## src/rtl/dac_seq_pkg.sv

```systemverilog
`timescale 1ns/1ps
// Shared types and cycle arithmetic for the DAC write sequencer.
// Assumes every timing figure is a non-negative whole number of ns.
package dac_seq_pkg;

    typedef enum logic [2:0] {
        ST_IDLE, ST_SETUP, ST_STROBE, ST_RELEASE,
        ST_LDAC, ST_CLR, ST_SETTLE, ST_DONE
    } seq_state_t;

    // Cycles needed to cover t_ns at period_ns, never fewer than one.
    function automatic int cyc_of(input int t_ns, input int period_ns);
        int c;
        c = (t_ns + period_ns - 1) / period_ns;
        return (c < 1) ? 1 : c;
    endfunction

    function automatic int max2(input int a, input int b);
        return (a > b) ? a : b;
    endfunction

endpackage

```

## src/rtl/dac_seq_timer.sv

```systemverilog
`timescale 1ns/1ps
// Down counter that times one sequencer state.
// Loaded with (duration - 1) on state entry; zero marks the last cycle.
module dac_seq_timer #(
    parameter int CNT_W = 13
) (
    input  logic             clk,
    input  logic             rst_n,
    input  logic             load,
    input  logic [CNT_W-1:0] load_val,
    output logic             zero
);
    logic [CNT_W-1:0] cnt;

    // Load on state entry, otherwise count down and rest at zero.
    always_ff @(posedge clk) begin
        if (!rst_n)         cnt <= '0;
        else if (load)      cnt <= load_val;
        else if (cnt != '0) cnt <= cnt - 1'b1;
    end

    assign zero = (cnt == '0);

    AST_TMR_NO_WRAP: assert property (@(posedge clk) disable iff (!rst_n)
        (!load && zero) |=> zero);

endmodule

```

## src/rtl/dac_seq_fsm.sv

```systemverilog
`timescale 1ns/1ps
// Operation sequencer: picks a request when idle and steps through the
// write, update, clear and settle phases, each timed by dac_seq_timer.
// Assumes the cycle counts are computed by the parent from ns figures.
module dac_seq_fsm
    import dac_seq_pkg::*;
#(
    parameter int CNT_W      = 13,
    parameter int SETUP_CYC  = 4,
    parameter int WR_CYC     = 10,
    parameter int HOLD_CYC   = 1,
    parameter int LDAC_CYC   = 10,
    parameter int CLR_CYC    = 60,
    parameter int SETTLE_CYC = 6200
) (
    input  logic             clk,
    input  logic             rst_n,
    input  logic             req_valid,
    input  logic             req_update,
    input  logic             upd_req,
    input  logic             clr_req,
    input  logic             tmr_zero,
    output seq_state_t       state_d,
    output logic             capture,
    output logic             tmr_load,
    output logic [CNT_W-1:0] tmr_val
);
    seq_state_t state_q;
    logic       upd_q;

    // Next-state choice; clear beats write, and write beats update.
    always_comb begin
        state_d = state_q;
        unique case (state_q)
            ST_IDLE: begin
                if (clr_req)        state_d = ST_CLR;
                else if (req_valid) state_d = ST_SETUP;
                else if (upd_req)   state_d = ST_LDAC;
            end
            ST_SETUP:   if (tmr_zero) state_d = ST_STROBE;
            ST_STROBE:  if (tmr_zero) state_d = ST_RELEASE;
            ST_RELEASE: if (tmr_zero) state_d = upd_q ? ST_LDAC : ST_DONE;
            ST_LDAC:    if (tmr_zero) state_d = ST_DONE;
            ST_CLR:     if (tmr_zero) state_d = ST_SETTLE;
            ST_SETTLE:  if (tmr_zero) state_d = ST_DONE;
            ST_DONE:    state_d = ST_IDLE;
            default:    state_d = ST_IDLE;
        endcase
    end

    assign capture  = (state_q == ST_IDLE) && (state_d == ST_SETUP);
    assign tmr_load = (state_d != state_q);

    // Duration of the state being entered, minus one.
    always_comb begin
        unique case (state_d)
            ST_SETUP:   tmr_val = CNT_W'(SETUP_CYC - 1);
            ST_STROBE:  tmr_val = CNT_W'(WR_CYC - 1);
            ST_RELEASE: tmr_val = CNT_W'(HOLD_CYC - 1);
            ST_LDAC:    tmr_val = CNT_W'(LDAC_CYC - 1);
            ST_CLR:     tmr_val = CNT_W'(CLR_CYC - 1);
            ST_SETTLE:  tmr_val = CNT_W'(SETTLE_CYC - 1);
            default:    tmr_val = '0;
        endcase
    end

    // State register and the update choice latched with the request.
    always_ff @(posedge clk) begin
        if (!rst_n) begin
            state_q <= ST_IDLE;
            upd_q   <= 1'b0;
        end else begin
            state_q <= state_d;
            if (capture) upd_q <= req_update;
        end
    end

    AST_LEAVE_ON_TIMER: assert property (@(posedge clk) disable iff (!rst_n)
        (state_q != ST_IDLE && state_q != ST_DONE && state_d != state_q)
        |-> tmr_zero);

    AST_IDLE_AFTER_DONE: assert property (@(posedge clk) disable iff (!rst_n)
        (state_q == ST_DONE) |=> (state_q == ST_IDLE));

endmodule

```

## src/rtl/dac_seq_drive.sv

```systemverilog
`timescale 1ns/1ps
// Registered pin driver: turns the next sequencer state into glitch-free
// converter strobes and holds the captured address and code on the bus.
module dac_seq_drive
    import dac_seq_pkg::*;
#(
    parameter int ADDR_W = 3,
    parameter int DATA_W = 14
) (
    input  logic              clk,
    input  logic              rst_n,
    input  seq_state_t        state_d,
    input  logic              capture,
    input  logic [ADDR_W-1:0] in_chan,
    input  logic [DATA_W-1:0] in_data,
    output logic              busy,
    output logic              done,
    output logic [ADDR_W-1:0] dac_addr,
    output logic [DATA_W-1:0] dac_data,
    output logic              dac_cs_n,
    output logic              dac_wr_n,
    output logic              dac_ldac_n,
    output logic              dac_clr_n
);
    // Strobe and handshake registers follow the state being entered.
    always_ff @(posedge clk) begin
        if (!rst_n) begin
            dac_cs_n   <= 1'b1;
            dac_wr_n   <= 1'b1;
            dac_ldac_n <= 1'b1;
            dac_clr_n  <= 1'b1;
            busy       <= 1'b0;
            done       <= 1'b0;
        end else begin
            dac_cs_n   <= !(state_d == ST_SETUP || state_d == ST_STROBE ||
                            state_d == ST_RELEASE);
            dac_wr_n   <= (state_d != ST_STROBE);
            dac_ldac_n <= (state_d != ST_LDAC);
            dac_clr_n  <= (state_d != ST_CLR);
            busy       <= (state_d != ST_IDLE);
            done       <= (state_d == ST_DONE);
        end
    end

    // Bus contents change only on a newly accepted write.
    always_ff @(posedge clk) begin
        if (!rst_n) begin
            dac_addr <= '0;
            dac_data <= '0;
        end else if (capture) begin
            dac_addr <= in_chan;
            dac_data <= in_data;
        end
    end

    AST_WR_INSIDE_CS: assert property (@(posedge clk) disable iff (!rst_n)
        !dac_wr_n |-> !dac_cs_n);
    AST_WR_AFTER_CS: assert property (@(posedge clk) disable iff (!rst_n)
        $fell(dac_wr_n) |-> $past(!dac_cs_n));
    AST_BUS_STABLE: assert property (@(posedge clk) disable iff (!rst_n)
        (!dac_cs_n && $past(!dac_cs_n)) |-> ($stable(dac_addr) && $stable(dac_data)));
    AST_LDAC_APART: assert property (@(posedge clk) disable iff (!rst_n)
        !dac_ldac_n |-> (dac_cs_n && dac_clr_n));
    AST_CLR_ALONE: assert property (@(posedge clk) disable iff (!rst_n)
        !dac_clr_n |-> (dac_cs_n && dac_ldac_n && busy));
    AST_DONE_IN_BUSY: assert property (@(posedge clk) disable iff (!rst_n)
        done |-> busy);
    AST_DONE_SINGLE: assert property (@(posedge clk) disable iff (!rst_n)
        done |=> !done);

endmodule

```

## src/rtl/dac_wr_seq.sv

```systemverilog
`timescale 1ns/1ps
// Top of the octal DAC write sequencer. Converts the ns timing minimums
// into cycle counts at CLK_PERIOD_NS and wires sequencer, timer and driver.
// Assumes requests are synchronous to clk and held for at least one cycle.
module dac_wr_seq
    import dac_seq_pkg::*;
#(
    parameter int CLK_PERIOD_NS  = 5,
    parameter int ADDR_W         = 3,
    parameter int DATA_W         = 14,
    parameter int T_ADDR_SU_NS   = 15,
    parameter int T_DATA_SU_NS   = 20,
    parameter int T_CS_LOW_NS    = 50,
    parameter int T_WR_LOW_NS    = 50,
    parameter int T_HOLD_NS      = 0,
    parameter int T_LDAC_LOW_NS  = 50,
    parameter int T_CLR_LOW_NS   = 300,
    parameter int T_SETTLE_NS    = 31000
) (
    input  logic              clk,
    input  logic              rst_n,
    input  logic              req_valid,
    input  logic [ADDR_W-1:0] req_chan,
    input  logic [DATA_W-1:0] req_data,
    input  logic              req_update,
    input  logic              upd_req,
    input  logic              clr_req,
    output logic              busy,
    output logic              done,
    output logic [ADDR_W-1:0] dac_addr,
    output logic [DATA_W-1:0] dac_data,
    output logic              dac_cs_n,
    output logic              dac_wr_n,
    output logic              dac_ldac_n,
    output logic              dac_clr_n
);
    localparam int SETUP_CYC  = max2(cyc_of(T_ADDR_SU_NS, CLK_PERIOD_NS),
                                     cyc_of(T_DATA_SU_NS, CLK_PERIOD_NS));
    localparam int HOLD_CYC   = cyc_of(T_HOLD_NS, CLK_PERIOD_NS);
    localparam int WR_CYC     = max2(cyc_of(T_WR_LOW_NS, CLK_PERIOD_NS),
                                     cyc_of(T_CS_LOW_NS, CLK_PERIOD_NS) - SETUP_CYC - HOLD_CYC);
    localparam int LDAC_CYC   = cyc_of(T_LDAC_LOW_NS, CLK_PERIOD_NS);
    localparam int CLR_CYC    = cyc_of(T_CLR_LOW_NS, CLK_PERIOD_NS);
    localparam int SETTLE_CYC = cyc_of(T_SETTLE_NS, CLK_PERIOD_NS);
    localparam int MAX_CYC    = max2(max2(max2(SETUP_CYC, WR_CYC), max2(LDAC_CYC, CLR_CYC)),
                                     max2(SETTLE_CYC, HOLD_CYC));
    localparam int CNT_W      = $clog2(MAX_CYC + 1);

    seq_state_t       state_d;
    logic             capture;
    logic             tmr_load;
    logic             tmr_zero;
    logic [CNT_W-1:0] tmr_val;

    dac_seq_fsm #(
        .CNT_W(CNT_W), .SETUP_CYC(SETUP_CYC), .WR_CYC(WR_CYC),
        .HOLD_CYC(HOLD_CYC), .LDAC_CYC(LDAC_CYC), .CLR_CYC(CLR_CYC),
        .SETTLE_CYC(SETTLE_CYC)
    ) i_fsm (
        .clk(clk), .rst_n(rst_n), .req_valid(req_valid), .req_update(req_update),
        .upd_req(upd_req), .clr_req(clr_req), .tmr_zero(tmr_zero),
        .state_d(state_d), .capture(capture), .tmr_load(tmr_load), .tmr_val(tmr_val)
    );

    dac_seq_timer #(.CNT_W(CNT_W)) i_timer (
        .clk(clk), .rst_n(rst_n), .load(tmr_load), .load_val(tmr_val), .zero(tmr_zero)
    );

    dac_seq_drive #(.ADDR_W(ADDR_W), .DATA_W(DATA_W)) i_drive (
        .clk(clk), .rst_n(rst_n), .state_d(state_d), .capture(capture),
        .in_chan(req_chan), .in_data(req_data), .busy(busy), .done(done),
        .dac_addr(dac_addr), .dac_data(dac_data), .dac_cs_n(dac_cs_n),
        .dac_wr_n(dac_wr_n), .dac_ldac_n(dac_ldac_n), .dac_clr_n(dac_clr_n)
    );

endmodule

```

## config.mk

```make
export PLATFORM = sky130hd
export DESIGN_NAME = dac_wr_seq
export DESIGN_NICKNAME = d
export VERILOG_FILES = /design/src/rtl/dac_seq_pkg.sv /design/src/rtl/dac_seq_timer.sv /design/src/rtl/dac_seq_fsm.sv /design/src/rtl/dac_seq_drive.sv /design/src/rtl/dac_wr_seq.sv
export SDC_FILE = /design/constraint.sdc
export NUM_CORES = 1
export LEC_CHECK = 0
export ABC_AREA = 0
export CAP_MARGIN = 20
export CORE_ASPECT_RATIO = 1.2
export CORE_UTILIZATION = 25
export CTS_BUF_LIST = sky130_fd_sc_hd__clkbuf_16
export DETAILED_ROUTE_END_ITERATION = 10
export HOLD_SLACK_MARGIN = 0.12
export PLACE_DENSITY_LB_ADDON = 0.12
export SETUP_SLACK_MARGIN = 0.1
export SLEW_MARGIN = 20
export SYNTH_ARGS = -nofsm -noshare
export SYNTH_HDL_FRONTEND = slang
export SYNTH_SLANG_ARGS = --single-unit
export TNS_END_PERCENT = 20
```

## constraint.sdc

```tcl
create_clock -name clk -period 2.5 [get_ports clk]
set_clock_uncertainty 0.2 [all_clocks]
set_input_delay 0.375 -clock clk [delete_from_list [all_inputs] [get_ports clk]]
set_output_delay 0.375 -clock clk [all_outputs]
set_load 0.02 [all_outputs]
```

==> load_flow_metrics.sql <==
INSERT INTO impl_metrics (metric_group, metric, value, unit) VALUES
('die', 'die_height', '97.58', 'µm'),
('cts', 'h-tree-depth', '2', ''),
('synthesis', 'synth_sequential_area_ratio', '0.4208', ''),
('timing', 'relSlewSlack', '0.6652', ''),
('cells_and_area', 'num_antenna_cells', '0', ''),
('synthesis', 'ys_seq_elements', '40', ''),
('cts', 'cts_tree', 'yes', ''),
('synthesis', 'synth_nets', '252', ''),
('placed_design', 'gp_routability_congestion', '0.7801', ''),
('synthesis', 'syn_avg_cell_area', '8.347', 'µm²'),
('timing', 'setup_violations', '0', ''),
('timing', 'grt_setup_unrepaired', 'yes', ''),
('die', 'die-width', '81.65', 'µm'),
('detailed_routing', 'first_pass_iters', '4', ''),
('synthesis', 'synth_ff_type', 'sky130_fd_sc_hd__dfxtp_1', ''),
('cts', 'clk_root_buffer_cell', 'sky130_fd_sc_hd__clkbuf_16', ''),
('global_routing', 'global_route.usage.total', '0.1412', ''),
('die', 'die_ar', '0.007967', 'mm²'),
('timing', 'worstMarginPinSlew', '0.5016', 'ns'),
('synthesis', 'async_reset_ff_frac', '0', ''),
('cts', 'cts-root-to-sink-buffers', '2', ''),
('worst_hold_path', 'timing.hold.worst.class', 'flip-flop to flip-flop', ''),
('power', 'power-per-cell-area', '1343', 'mW/mm²'),
('power', 'ir_worst_vdd', '0.4777', 'mV'),
('synthesis', 'synth_area_leader_cell', 'sky130_fd_sc_hd__dfxtp_1', ''),
('synthesis', 'synthDominantCellAreaShare', '0.4208', ''),
('synthesis', 'synth.distinct_cells', '47', ''),
('placed_design', 'hpwl', '3.843', 'mm'),
('synthesis', 'synth_top_cells_by_count', 'sky130_fd_sc_hd__nand2_1 (48), sky130_fd_sc_hd__dfxtp_1 (40), sky130_fd_sc_hd__nor2_1 (21)', ''),
('global_routing', 'pin_count_of_the_biggest_net_entering_global_routing', '17', ''),
('global_routing', 'busiest_layer', 'met2', ''),
('cells_and_area', 'post_layout_nonfiller_instances', '394', ''),
('run_status', 'run_status', 'completed', ''),
('placed_design', 'place_inst', '380', ''),
('critical_path', 'critical_path_required', '2.53', 'ns'),
('timing', 'period_needed', '2.479', 'ns'),
('cells_and_area', 'num-nets-final', '328', ''),
('job', 'cap_viol_max_count', '0', ''),
('cts', 'clkSinkCount', '40', ''),
('timing', 'hold_viol', '0', ''),
('detailed_routing', 'via_total_after_detailed_routing', '1829', ''),
('cells_and_area', 'fillerInstances', '782', ''),
('global_routing', 'grt_first_pass_wirelength', '8.631', 'mm'),
('synthesis', 'top_area_cells_in_the_synthesized_netlist', 'sky130_fd_sc_hd__dfxtp_1 (42%), sky130_fd_sc_hd__nand2_1 (9.5%), sky130_fd_sc_hd__a21boi_0 (7.5%), sky130_fd_sc_hd__nor2_1 (4.1%), sky130_fd_sc_hd__a21oi_1 (2.4%)', ''),
('cells_and_area', 'final_core_utilization', '0.4034', ''),
('global_routing', 'groute.layer.met3.usage', '0.04225', ''),
('cts', 'cts-buffers-inserted', '5', ''),
('detailed_routing', 'drt_first_iter_violations', '74', ''),
('global_routing', 'first_global_vias', '1864', ''),
('synthesis', 'syn_area', '0.001903', 'mm²'),
('detailed_routing', 'ant_nets', '0', ''),
('critical_path', 'worstSetupPathType', 'flip-flop to flip-flop', ''),
('placed_design', 'port_buffers', '45', ''),
('power', 'power_leakage', '0.001125', 'µW'),
('critical_path', 'crit_path_start_kind', 'flip-flop', ''),
('detailed_routing', 'vias_per_cell', '4.642', ''),
('critical_path', 'path_max_fanout', '5', ''),
('die', 'core_area', '0.007317', 'mm²'),
('cells_and_area', 'synthToLayoutAreaGrowth', '55.10', '%'),
('synthesis', 'synthMostInstantiatedCell', 'sky130_fd_sc_hd__nand2_1', ''),
('die', 'boundaryPins', '46', ''),
('synthesis', 'ys.warnings.count', '0', ''),
('timing', 'fin_hold_ws', '0.2629', 'ns'),
('global_routing', 'final_global_route_overflow_total', '0', ''),
('synthesis', 'number_of_flops_mapped_to_enable_cells_by_yosys', '0', ''),
('cts', 'cts.reportedPaths.clkPinSlew', '0.06', 'ns'),
('cts', 'cts.hold.buffers_added', '0', ''),
('placed_design', 'pre_cts_ws', '-0.03800', 'ns'),
('die', 'initial_utilization', '0.2601', ''),
('timing', 'part_of_the_cycle_the_worst_path_needs', '0.9915', ''),
('detailed_routing', 'routed_wire_length_per_instance', '13.04', 'µm');
-- report_power, final --
group          leakage [µW]  switching, µW  internal (µW)  total, µW
Combinational      0.000707           1070           1120       2190
Sequential         0.000327            152            807        959
Clock             0.0000899            252            566        818
-- worst max-delay path, cell delays in order, from the launching register on --
cell and delay (ns):
sky130_fd_sc_hd__dfxtp_2 0.32, sky130_fd_sc_hd__inv_2 0.06, sky130_fd_sc_hd__ha_4 0.12, sky130_fd_sc_hd__or4b_4 0.47
sky130_fd_sc_hd__or4_4 0.45, sky130_fd_sc_hd__or3_4 0.35, sky130_fd_sc_hd__nand3_4 0.12, sky130_fd_sc_hd__and2_4 0.17
sky130_fd_sc_hd__and3_1 0.15
-- worst paths after layout --
kind | start | to | slack (ns) | depth (start not counted)
max reg2reg | i_timer.cnt[1] | i_drive.done | 0.02 | 8
max | i_timer.cnt[1] | i_drive.done | 0.02 | 8
min | i_drive.dac_data[11] | i_drive.dac_data[11] | 0.26 | 2
min reg2reg | i_drive.dac_data[11] | i_drive.dac_data[11] | 0.26 | 2
-- logic make-up after synthesis --
| family | share of synthesized area |
|---|---|
| adders and majority gates | 0.006574 |
| muxes | 0.005917 |
| buffers and inverters | 0.04799 |
| AOI/OAI and AO/OA | 0.1821 |
| and+or+nand+nor | 0.2998 |
| DFF | 0.4208 |
| xor gates and xnor gates | 0.03682 |
-- layout make-up --
| type | count | area (µm²) | area share |
|---|---|---|---|
| clock inverter | 2 | 60.06 | 0.02035 |
| multi-input combinational | 171 | 1100 | 0.3726 |
| tap | 90 | 112.6 | 0.03815 |
| sequential | 40 | 803.3 | 0.2721 |
| inverter | 6 | 22.52 | 0.007630 |
| clock buffer | 5 | 125.1 | 0.04239 |
| timing repair buffer | 80 | 728.2 | 0.2467 |
-- what timing repair did --
item,CTS,global route
gates resized for setup,4,14
endpoints found under the setup margin,8,21
buffers inserted,4,4
hold endpoints to repair,0,0
pin swaps,6,5
-- registers in the layout, indices dropped and copies added, names as in the netlist --
| signal | cells |
|---|---|
| i_fsm.state_q | 3 |
| i_timer.cnt | 13 |
| i_drive.dac_ldac_n | 1 |
| i_drive.dac_data | 14 |
| i_fsm.upd_q | 1 |
| i_drive.dac_addr | 3 |
| i_drive.dac_cs_n | 1 |
| i_drive.busy | 1 |
| i_drive.dac_clr_n | 1 |
| i_drive.dac_wr_n | 1 |
| i_drive.done | 1 |
-- per-stage QoR --
stage,cell area [µm²],setup TNS (ns)
final,2952,0
after global routing,2952,-0.1108
after CTS,2854,0
after detailed placement,2623,-0.04388
after global placement,2623,0
after floorplan,1918,-0.001513
-- per-layer routing --
metal  vias to the layer above  part of all wire
li1                        935                 -
met1                       848              0.42
met2                        38              0.51
met3                         8             0.055
met4                         0             0.018
met5                         -                 0
-- placed cells by master, fill, tap and decap left out, drive strengths merged, types with 2 or more instances in the layout --
cell	instances
nand2	48
clkdlybuf4s50	45
dfxtp	40
buf	35
nor2	21
a21boi	19
nor3	9
a21oi	9
nor4	7
o21ai	6
inv	6
xnor2	5
clkbuf	5
and2	5
or3	4
xor2	3
o21a	3
a31oi	3
or4	2
or2	2
nor2b	2
and3	2
nand3b	2
bufinv	2
a21o	2
nand3	2
No activity file was read; power rests on OpenSTA's default activity.
